## config.mk

```make
export PLATFORM = sky130hd
export DESIGN_NAME = bert_pattern_gen
export DESIGN_NICKNAME = d
export VERILOG_FILES = /design/src/rtl/bpg_pkg.sv /design/src/rtl/bpg_cfg.sv /design/src/rtl/bpg_lfsr.sv /design/src/rtl/bpg_qrss_limit.sv /design/src/rtl/bert_pattern_gen.sv
export SDC_FILE = /design/constraint.sdc
export NUM_CORES = 1
export LEC_CHECK = 0
export BUFFER_PORTS_ARGS = -buffer_cell sky130_fd_sc_hd__buf_2
export CORE_ASPECT_RATIO = 1.1
export CORE_MARGIN = 2
export CORE_UTILIZATION = 53
export DETAILED_ROUTE_END_ITERATION = 10
export GPL_ROUTABILITY_DRIVEN = 0
export PLACE_DENSITY = 0.78
export SKIP_LAST_GASP = 1
export SYNTH_ARGS = -nofsm -noshare
export SYNTH_HDL_FRONTEND = slang
export SYNTH_SLANG_ARGS = --single-unit
```

## constraint.sdc

```tcl
create_clock -name clk -period 2.6 [get_ports clk]
set_clock_uncertainty 0.05 [all_clocks]
set_input_delay 0.13 -clock clk [delete_from_list [all_inputs] [get_ports clk]]
set_output_delay 0.13 -clock clk [all_outputs]
set_load 0.02 [all_outputs]
```

## src/rtl/bpg_pkg.sv

```systemverilog
`timescale 1ns/1ps
package bpg_pkg;
  localparam int BPG_W  = 32;
  localparam int BPG_FW = $clog2(BPG_W);

  typedef struct packed {
    logic              qrss;
    logic              rep;
    logic [BPG_FW-1:0] len;
    logic [BPG_FW-1:0] tap;
  } bpg_cfg_t;
endpackage

```

## src/rtl/bpg_cfg.sv

```systemverilog
`timescale 1ns/1ps
module bpg_cfg
  import bpg_pkg::*;
#(
  parameter int QLEN = 20,
  parameter int QTAP = 17
) (
  input  logic              clk,
  input  logic              rst,
  input  logic              load,
  input  logic              qrss_in,
  input  logic              rep_in,
  input  logic [BPG_FW-1:0] len_in,
  input  logic [BPG_FW-1:0] tap_in,
  output bpg_cfg_t          cfg_q,
  output bpg_cfg_t          cfg_nx
);
  bpg_cfg_t raw;

  always_comb begin
    raw = load ? bpg_cfg_t'{qrss: qrss_in, rep: rep_in, len: len_in, tap: tap_in} : cfg_q;
    cfg_nx = raw;
    if (raw.qrss) begin
      cfg_nx.rep = 1'b0;
      cfg_nx.len = BPG_FW'(QLEN - 1);
      cfg_nx.tap = BPG_FW'(QTAP - 1);
    end
  end

  always_ff @(posedge clk) begin
    if (rst) cfg_q <= '0;
    else     cfg_q <= cfg_nx;
  end

  p_qrss_fixed_r7: assert property (@(posedge clk) disable iff (rst)
    cfg_q.qrss |-> (cfg_q.len == BPG_FW'(QLEN - 1) && cfg_q.tap == BPG_FW'(QTAP - 1) && !cfg_q.rep));

  p_cfg_hold_r2: assert property (@(posedge clk) disable iff (rst)
    (!$past(rst) && !$past(load)) |-> $stable(cfg_q));
endmodule

```

## src/rtl/bpg_lfsr.sv

```systemverilog
`timescale 1ns/1ps
module bpg_lfsr
  import bpg_pkg::*;
(
  input  logic             clk,
  input  logic             rst,
  input  logic             load,
  input  logic             bit_en,
  input  logic [BPG_W-1:0] seed,
  input  bpg_cfg_t         cfg,
  output logic [BPG_W-1:0] state
);
  logic [BPG_W-1:0] mask;
  logic [BPG_W-1:0] base;
  logic             fb;

  for (genvar i = 0; i < BPG_W; i++) begin : g_mask
    assign mask[i] = (cfg.len >= BPG_FW'(i));
  end

  always_comb begin
    base = (cfg.qrss ? '1 : seed) & mask;
    if (!cfg.rep && base == '0) base = mask;
    fb = cfg.rep ? state[cfg.len] : (state[cfg.len] ^ state[cfg.tap]);
  end

  always_ff @(posedge clk) begin
    if (rst)         state <= BPG_W'(1);
    else if (load)   state <= base;
    else if (bit_en) state <= {state[BPG_W-2:0], fb} & mask;
  end

  p_load_nonzero_r4: assert property (@(posedge clk) disable iff (rst)
    (!$past(rst) && $past(load) && !$past(cfg.rep)) |-> (state != '0));

  p_rotate_keeps_ones_r5: assert property (@(posedge clk) disable iff (rst)
    (!$past(rst) && $past(bit_en) && !$past(load) && $past(cfg.rep))
      |-> ($countones(state) == $countones($past(state))));
endmodule

```

## src/rtl/bpg_qrss_limit.sv

```systemverilog
`timescale 1ns/1ps
module bpg_qrss_limit
  import bpg_pkg::*;
#(
  parameter int QLEN = 20,
  parameter int ZRUN = 14
) (
  input  logic             clk,
  input  logic             rst,
  input  logic             load,
  input  logic             bit_en,
  input  logic [BPG_W-1:0] state,
  input  bpg_cfg_t         cfg,
  output logic             ser_bit
);
  localparam int CW = $clog2(ZRUN + 2);

  logic       zero_ahead;
  logic [CW-1:0] run_cnt;

  assign zero_ahead = (state[QLEN-2 -: ZRUN] == '0);
  assign ser_bit    = state[cfg.len] | (cfg.qrss & zero_ahead);

  always_ff @(posedge clk) begin
    if (rst || load)                 run_cnt <= '0;
    else if (bit_en && cfg.qrss) begin
      if (ser_bit) run_cnt <= '0;
      else         run_cnt <= run_cnt + 1'b1;
    end
  end

  p_zero_run_r8: assert property (@(posedge clk) disable iff (rst)
    run_cnt <= CW'(ZRUN));
endmodule

```

## src/rtl/bert_pattern_gen.sv

```systemverilog
`timescale 1ns/1ps
module bert_pattern_gen
  import bpg_pkg::*;
#(
  parameter int QLEN = 20,
  parameter int QTAP = 17,
  parameter int ZRUN = 14
) (
  input  logic              clk,
  input  logic              rst,
  input  logic              bit_en,
  input  logic              load,
  input  logic              qrss_en,
  input  logic              rep_mode,
  input  logic [BPG_FW-1:0] len_sel,
  input  logic [BPG_FW-1:0] tap_sel,
  input  logic [BPG_W-1:0]  seed_word,
  output logic              ser_bit
);
  bpg_cfg_t         cfg_q;
  bpg_cfg_t         cfg_nx;
  logic [BPG_W-1:0] state;

  bpg_cfg #(.QLEN(QLEN), .QTAP(QTAP)) i_cfg (
    .clk(clk), .rst(rst), .load(load), .qrss_in(qrss_en), .rep_in(rep_mode),
    .len_in(len_sel), .tap_in(tap_sel), .cfg_q(cfg_q), .cfg_nx(cfg_nx)
  );

  bpg_lfsr i_lfsr (
    .clk(clk), .rst(rst), .load(load), .bit_en(bit_en),
    .seed(seed_word), .cfg(cfg_nx), .state(state)
  );

  bpg_qrss_limit #(.QLEN(QLEN), .ZRUN(ZRUN)) i_lim (
    .clk(clk), .rst(rst), .load(load), .bit_en(bit_en),
    .state(state), .cfg(cfg_q), .ser_bit(ser_bit)
  );

  p_hold_r9: assert property (@(posedge clk) disable iff (rst)
    (!$past(rst) && !$past(bit_en) && !$past(load)) |-> $stable(ser_bit));
endmodule

```

==> Flow_metrics.wiki <==
{| class="wikitable"
! Metric !! Value
|-
| Status || finished with violations
|-
| Failing checks || design-rule violations, negative setup slack
|-
| LEAKAGE || 0.00204 uW
|-
| Beginning of the worst register-to-register path || i_cfg.cfg_q[11]
|-
| Worst hold path startpoint || seed_word[9]
|-
| Power density cells || about 420 mW/mm2
|-
| Layout-stage area growth over the synthesis result || 36.0%
|-
| Top-area cell type share of the netlist area || 0.238
|-
| Top flip-flop cell by instance count after synthesis || sky130_fd_sc_hd__dfxtp_1
|-
| Fmax || 342 MHz
|-
| Hold Crit Depth || 3
|-
| Filler cell count in the final layout || ~440
|-
| Diode insertion count for antenna repair || 0
|-
| Cell area after layout || 0.00504 mm2
|-
| Data arrival, critical path || 3.11 ns
|-
| Clock edge transition at the registers on the reported setup and hold paths || 0.10 ns
|-
| Synth Cell Area || 0.00371 mm2
|-
| Overall routed net length || 17.8 mm
|-
| Starting DRT DRC Count || 1315
|-
| Total area of sequential cells || 893 um2
|-
| Placeable core region || 0.00667 mm2
|-
| First drt pass iteration count || 11
|-
| Final worst-path cycle share || 1.13
|-
| Chip Width || 83.7 um
|-
| Layout Nets || around 660
|-
| Max-slew violation total from the final report || 0
|-
| Clk sink count || 44
|-
| PnR worst setup slack || -0.326 ns
|-
| Grt total ovfl || 0
|-
| Total area of multi-input combinational cells || 0.00283 mm2
|-
| GRT Resource Usage Total || 0.432
|-
| Number of enable-type register cells in the synthesized netlist || 0
|-
| Count of placed standard cells including taps || between 600 and 700
|-
| DRC violation count after routing || 11
|-
| Top-level port count || 49
|-
| Sequential element share of the synthesized area || 0.238
|-
| Full die area || 0.00768 mm2
|-
| Data required time of the critical path || approximately 2.8 ns
|-
| Destination of the worst register-to-register timing path || i_lfsr.state[25]
|-
| Buffer depth of the longest clock path || 2
|-
| Root buffer cell || sky130_fd_sc_hd__clkbuf_8
|-
| Post-detailed-route via-to-cell ratio || 7.60
|-
| Biggest fanout along the worst timing path || 6
|-
| Worst-margin pin slew || between 0.6 and 0.7 ns
|-
| Routed wirelength normalized by instance count || 25.8 um
|-
| Hold_buf cts || 0
|-
| Number of core rows || 31
|-
| Global-route wire length before repair || roughly 26 mm
|-
| Endpoints failing setup || 32
|-
| Worst min-delay path category || in2reg
|-
| CP endpoint kind || flip-flop
|-
| Post-Synthesis Mean Instance Area || 7.71 um2
|-
| Number of global-route vias before repair || 4796
|-
| Post-route ant nets || 0
|-
| Clock period minus worst slack || 2.93 ns
|-
| Share of post-route cells with drive strength above 1 || 0.385
|-
| Cell Area, Placed || 0.00461 mm2
|-
| Number of levels the H-tree was split into || 2
|-
| Hold-critical path endpoint || i_lfsr.state[9]
|-
| Cell variety after synth || 77
|-
| Detailed-placement wirelength estimate || between 10 and 15 mm
|-
| Via Count || ~5.2k
|-
| Syn Inst Count || between 400 and 500
|-
| Max-cap violations || 0
|-
| Post-Syn Nets || 529
|-
| Worst hold slack after final layout || 0.0134 ns
|-
| Chip height || 91.7 um
|-
| RSZ-0062 raised after global routing || yes
|-
| Worst setup SP type || flip-flop
|-
| IR drop worst, VDD || 0.315 mV
|-
| Initial Utilization || 0.556
|-
| Clock tree from TritonCTS || yes
|-
| Number of buffers created by CTS || 5
|-
| Worst slew slack as a fraction of its limit || 0.543
|-
| Initial antenna violation count || 0
|-
| Category of the most critical setup path || reg2reg
|-
| IO buf count || 48
|-
| #FFs+latches synth || 44
|-
| Clock latency reported for the late side of the worst-skew pair || 0.33 ns
|-
| Maximum number of pins on one net before global-route repair || 32
|-
| Post-synth ARST share || 0
|-
| Area leader, netlist || sky130_fd_sc_hd__dfxtp_1
|-
| Non-filler instance count after layout || 690
|-
| Leading post-synthesis cells by cell area || sky130_fd_sc_hd__dfxtp_1 (24%), sky130_fd_sc_hd__nand2_1 (8.1%), sky130_fd_sc_hd__nor2_1 (6.2%)
|-
| Path depth of the worst reg2reg path || 11
|-
| Final Hold Vio Count || 0
|-
| Worst reg-to-reg setup slack || -0.33 ns
|-
| Count of yosys warnings during synthesis || 0
|}
==> synthesized netlist by cell type, types with 8 or more instances <==
library cell,instances
sky130_fd_sc_hd__nor2_1,61
sky130_fd_sc_hd__o221ai_1,13
sky130_fd_sc_hd__nand2_1,80
sky130_fd_sc_hd__nand3_1,9
sky130_fd_sc_hd__nor3_1,8
sky130_fd_sc_hd__mux2i_1,16
sky130_fd_sc_hd__mux4_2,10
sky130_fd_sc_hd__clkbuf_1,23
sky130_fd_sc_hd__o31ai_1,11
sky130_fd_sc_hd__o21ai_0,33
sky130_fd_sc_hd__a21oi_1,14
sky130_fd_sc_hd__dfxtp_1,44
==> worst max-delay path: stages, from the launching register on <==
cell and delay (ns):
sky130_fd_sc_hd__dfxtp_4 0.37, sky130_fd_sc_hd__or2_1 0.23, sky130_fd_sc_hd__buf_4 0.14, sky130_fd_sc_hd__buf_4 0.14
sky130_fd_sc_hd__o22ai_1 0.31, sky130_fd_sc_hd__o21ai_0 0.33, sky130_fd_sc_hd__o2bb2ai_1 0.23, sky130_fd_sc_hd__buf_4 0.16
sky130_fd_sc_hd__o31ai_4 0.37, sky130_fd_sc_hd__buf_6 0.19, sky130_fd_sc_hd__nor2_2 0.04, sky130_fd_sc_hd__o41ai_2 0.26
==> stage by stage <==
step | power (uW) | setup TNS, ns | util | worst slack, ns
2_1_floorplan | 1170 | 0 | - | 0.0152
3_3_place_gp | 1470 | -3.66 | 0.691 | -0.220
3_5_place_dp | 1490 | -4.91 | 0.691 | -0.301
4_1_cts | 2000 | -1.44 | 0.732 | -0.118
5_1_grt | 2170 | -10.60 | 0.756 | -0.401
6_report | 2120 | -7.94 | 0.756 | -0.326
==> cell families (layout without fill, tap and decap cells) <==
kind of cell,count (synthesis),in the layout,share of synthesized area
compound gates,159,159,0.320
mux,35,35,0.136
buf+inv,42,169,0.0506
simple gates,200,200,0.253
flops,44,44,0.238
xor+xnor,1,1,0.00236
==> sequential cells by signal (all words and copies together) (netlist names) <==
signal and flops:
i_lfsr.state 32, i_cfg.cfg_q 12
==> power breakdown <==
part | internal [uW] | total, uW | switching (uW)
sequential | 713 | 786 | 73.5
combinational | 370 | 836 | 467
clock | 198 | 494 | 296
==> cell type report <==
type | count | share of cell area
clock inverter | 3 | 0.00521
inverter | 7 | 0.00521
tap | 82 | 0.0203
clock buffer | 5 | 0.0136
sequential | 44 | 0.177
timing repair buffer | 154 | 0.217
multi-input combinational | 395 | 0.561
==> worst max-delay path by stage <==
stage	start	end	cells past startpoint
finish	i_cfg.cfg_q[11]	i_lfsr.state[25]	11
global route	i_cfg.cfg_q[6]	i_lfsr.state[19]	12
CTS	i_cfg.cfg_q[11]	i_lfsr.state[25]	9
detailed placement	load	i_lfsr.state[23]	10
global placement	load	i_lfsr.state[23]	10
floorplan	i_cfg.cfg_q[11]	i_lfsr.state[25]	9
==> repair_timing <==
action / 4_1_cts / 5_1_grt
pin swaps: 25 / 15
setup buffers: 5 / 9
gates cloned: 1 / 0
gates resized for setup: 39 / 22
endpoints found under the setup margin: 32 / 33
==> layer usage <==
| metal | GRT usage | vias up | routed length [um] |
|---|---|---|---|
| met2 | 0.653 | 600 | 7250 |
| met4 | 0.284 | 0 | 2000 |
| met3 | 0.136 | 220 | 2690 |
| li1 | - | 2093 | - |
| met1 | 0.527 | 2330 | 5840 |
| met5 | 0 | - | 0 |
==> layout by cell type, fill, tap and decap left out, types with 5 or more instances in the layout <==
master                     count
sky130_fd_sc_hd__nand3_1       9
sky130_fd_sc_hd__mux2_2        5
sky130_fd_sc_hd__dfxtp_1      38
sky130_fd_sc_hd__mux4_2       10
sky130_fd_sc_hd__inv_1         7
sky130_fd_sc_hd__o21ai_0      22
sky130_fd_sc_hd__nor2_1       51
sky130_fd_sc_hd__o211ai_1      7
sky130_fd_sc_hd__nor2_2        9
sky130_fd_sc_hd__mux2i_1      14
sky130_fd_sc_hd__buf_6         7
sky130_fd_sc_hd__a32oi_1       7
sky130_fd_sc_hd__and3_1        5
sky130_fd_sc_hd__a22oi_1       6
sky130_fd_sc_hd__o22ai_1       7
sky130_fd_sc_hd__buf_4        96
sky130_fd_sc_hd__buf_2        48
sky130_fd_sc_hd__a221oi_1      6
sky130_fd_sc_hd__clkbuf_8      5
sky130_fd_sc_hd__nand2_1      79
sky130_fd_sc_hd__o221ai_1      9
sky130_fd_sc_hd__o31ai_1      10
sky130_fd_sc_hd__nand2b_1      5
sky130_fd_sc_hd__o21ai_1      12
sky130_fd_sc_hd__nor3_1        6
sky130_fd_sc_hd__a211oi_1      7
sky130_fd_sc_hd__a21oi_1      14
(Power assumes the default switching activity.)
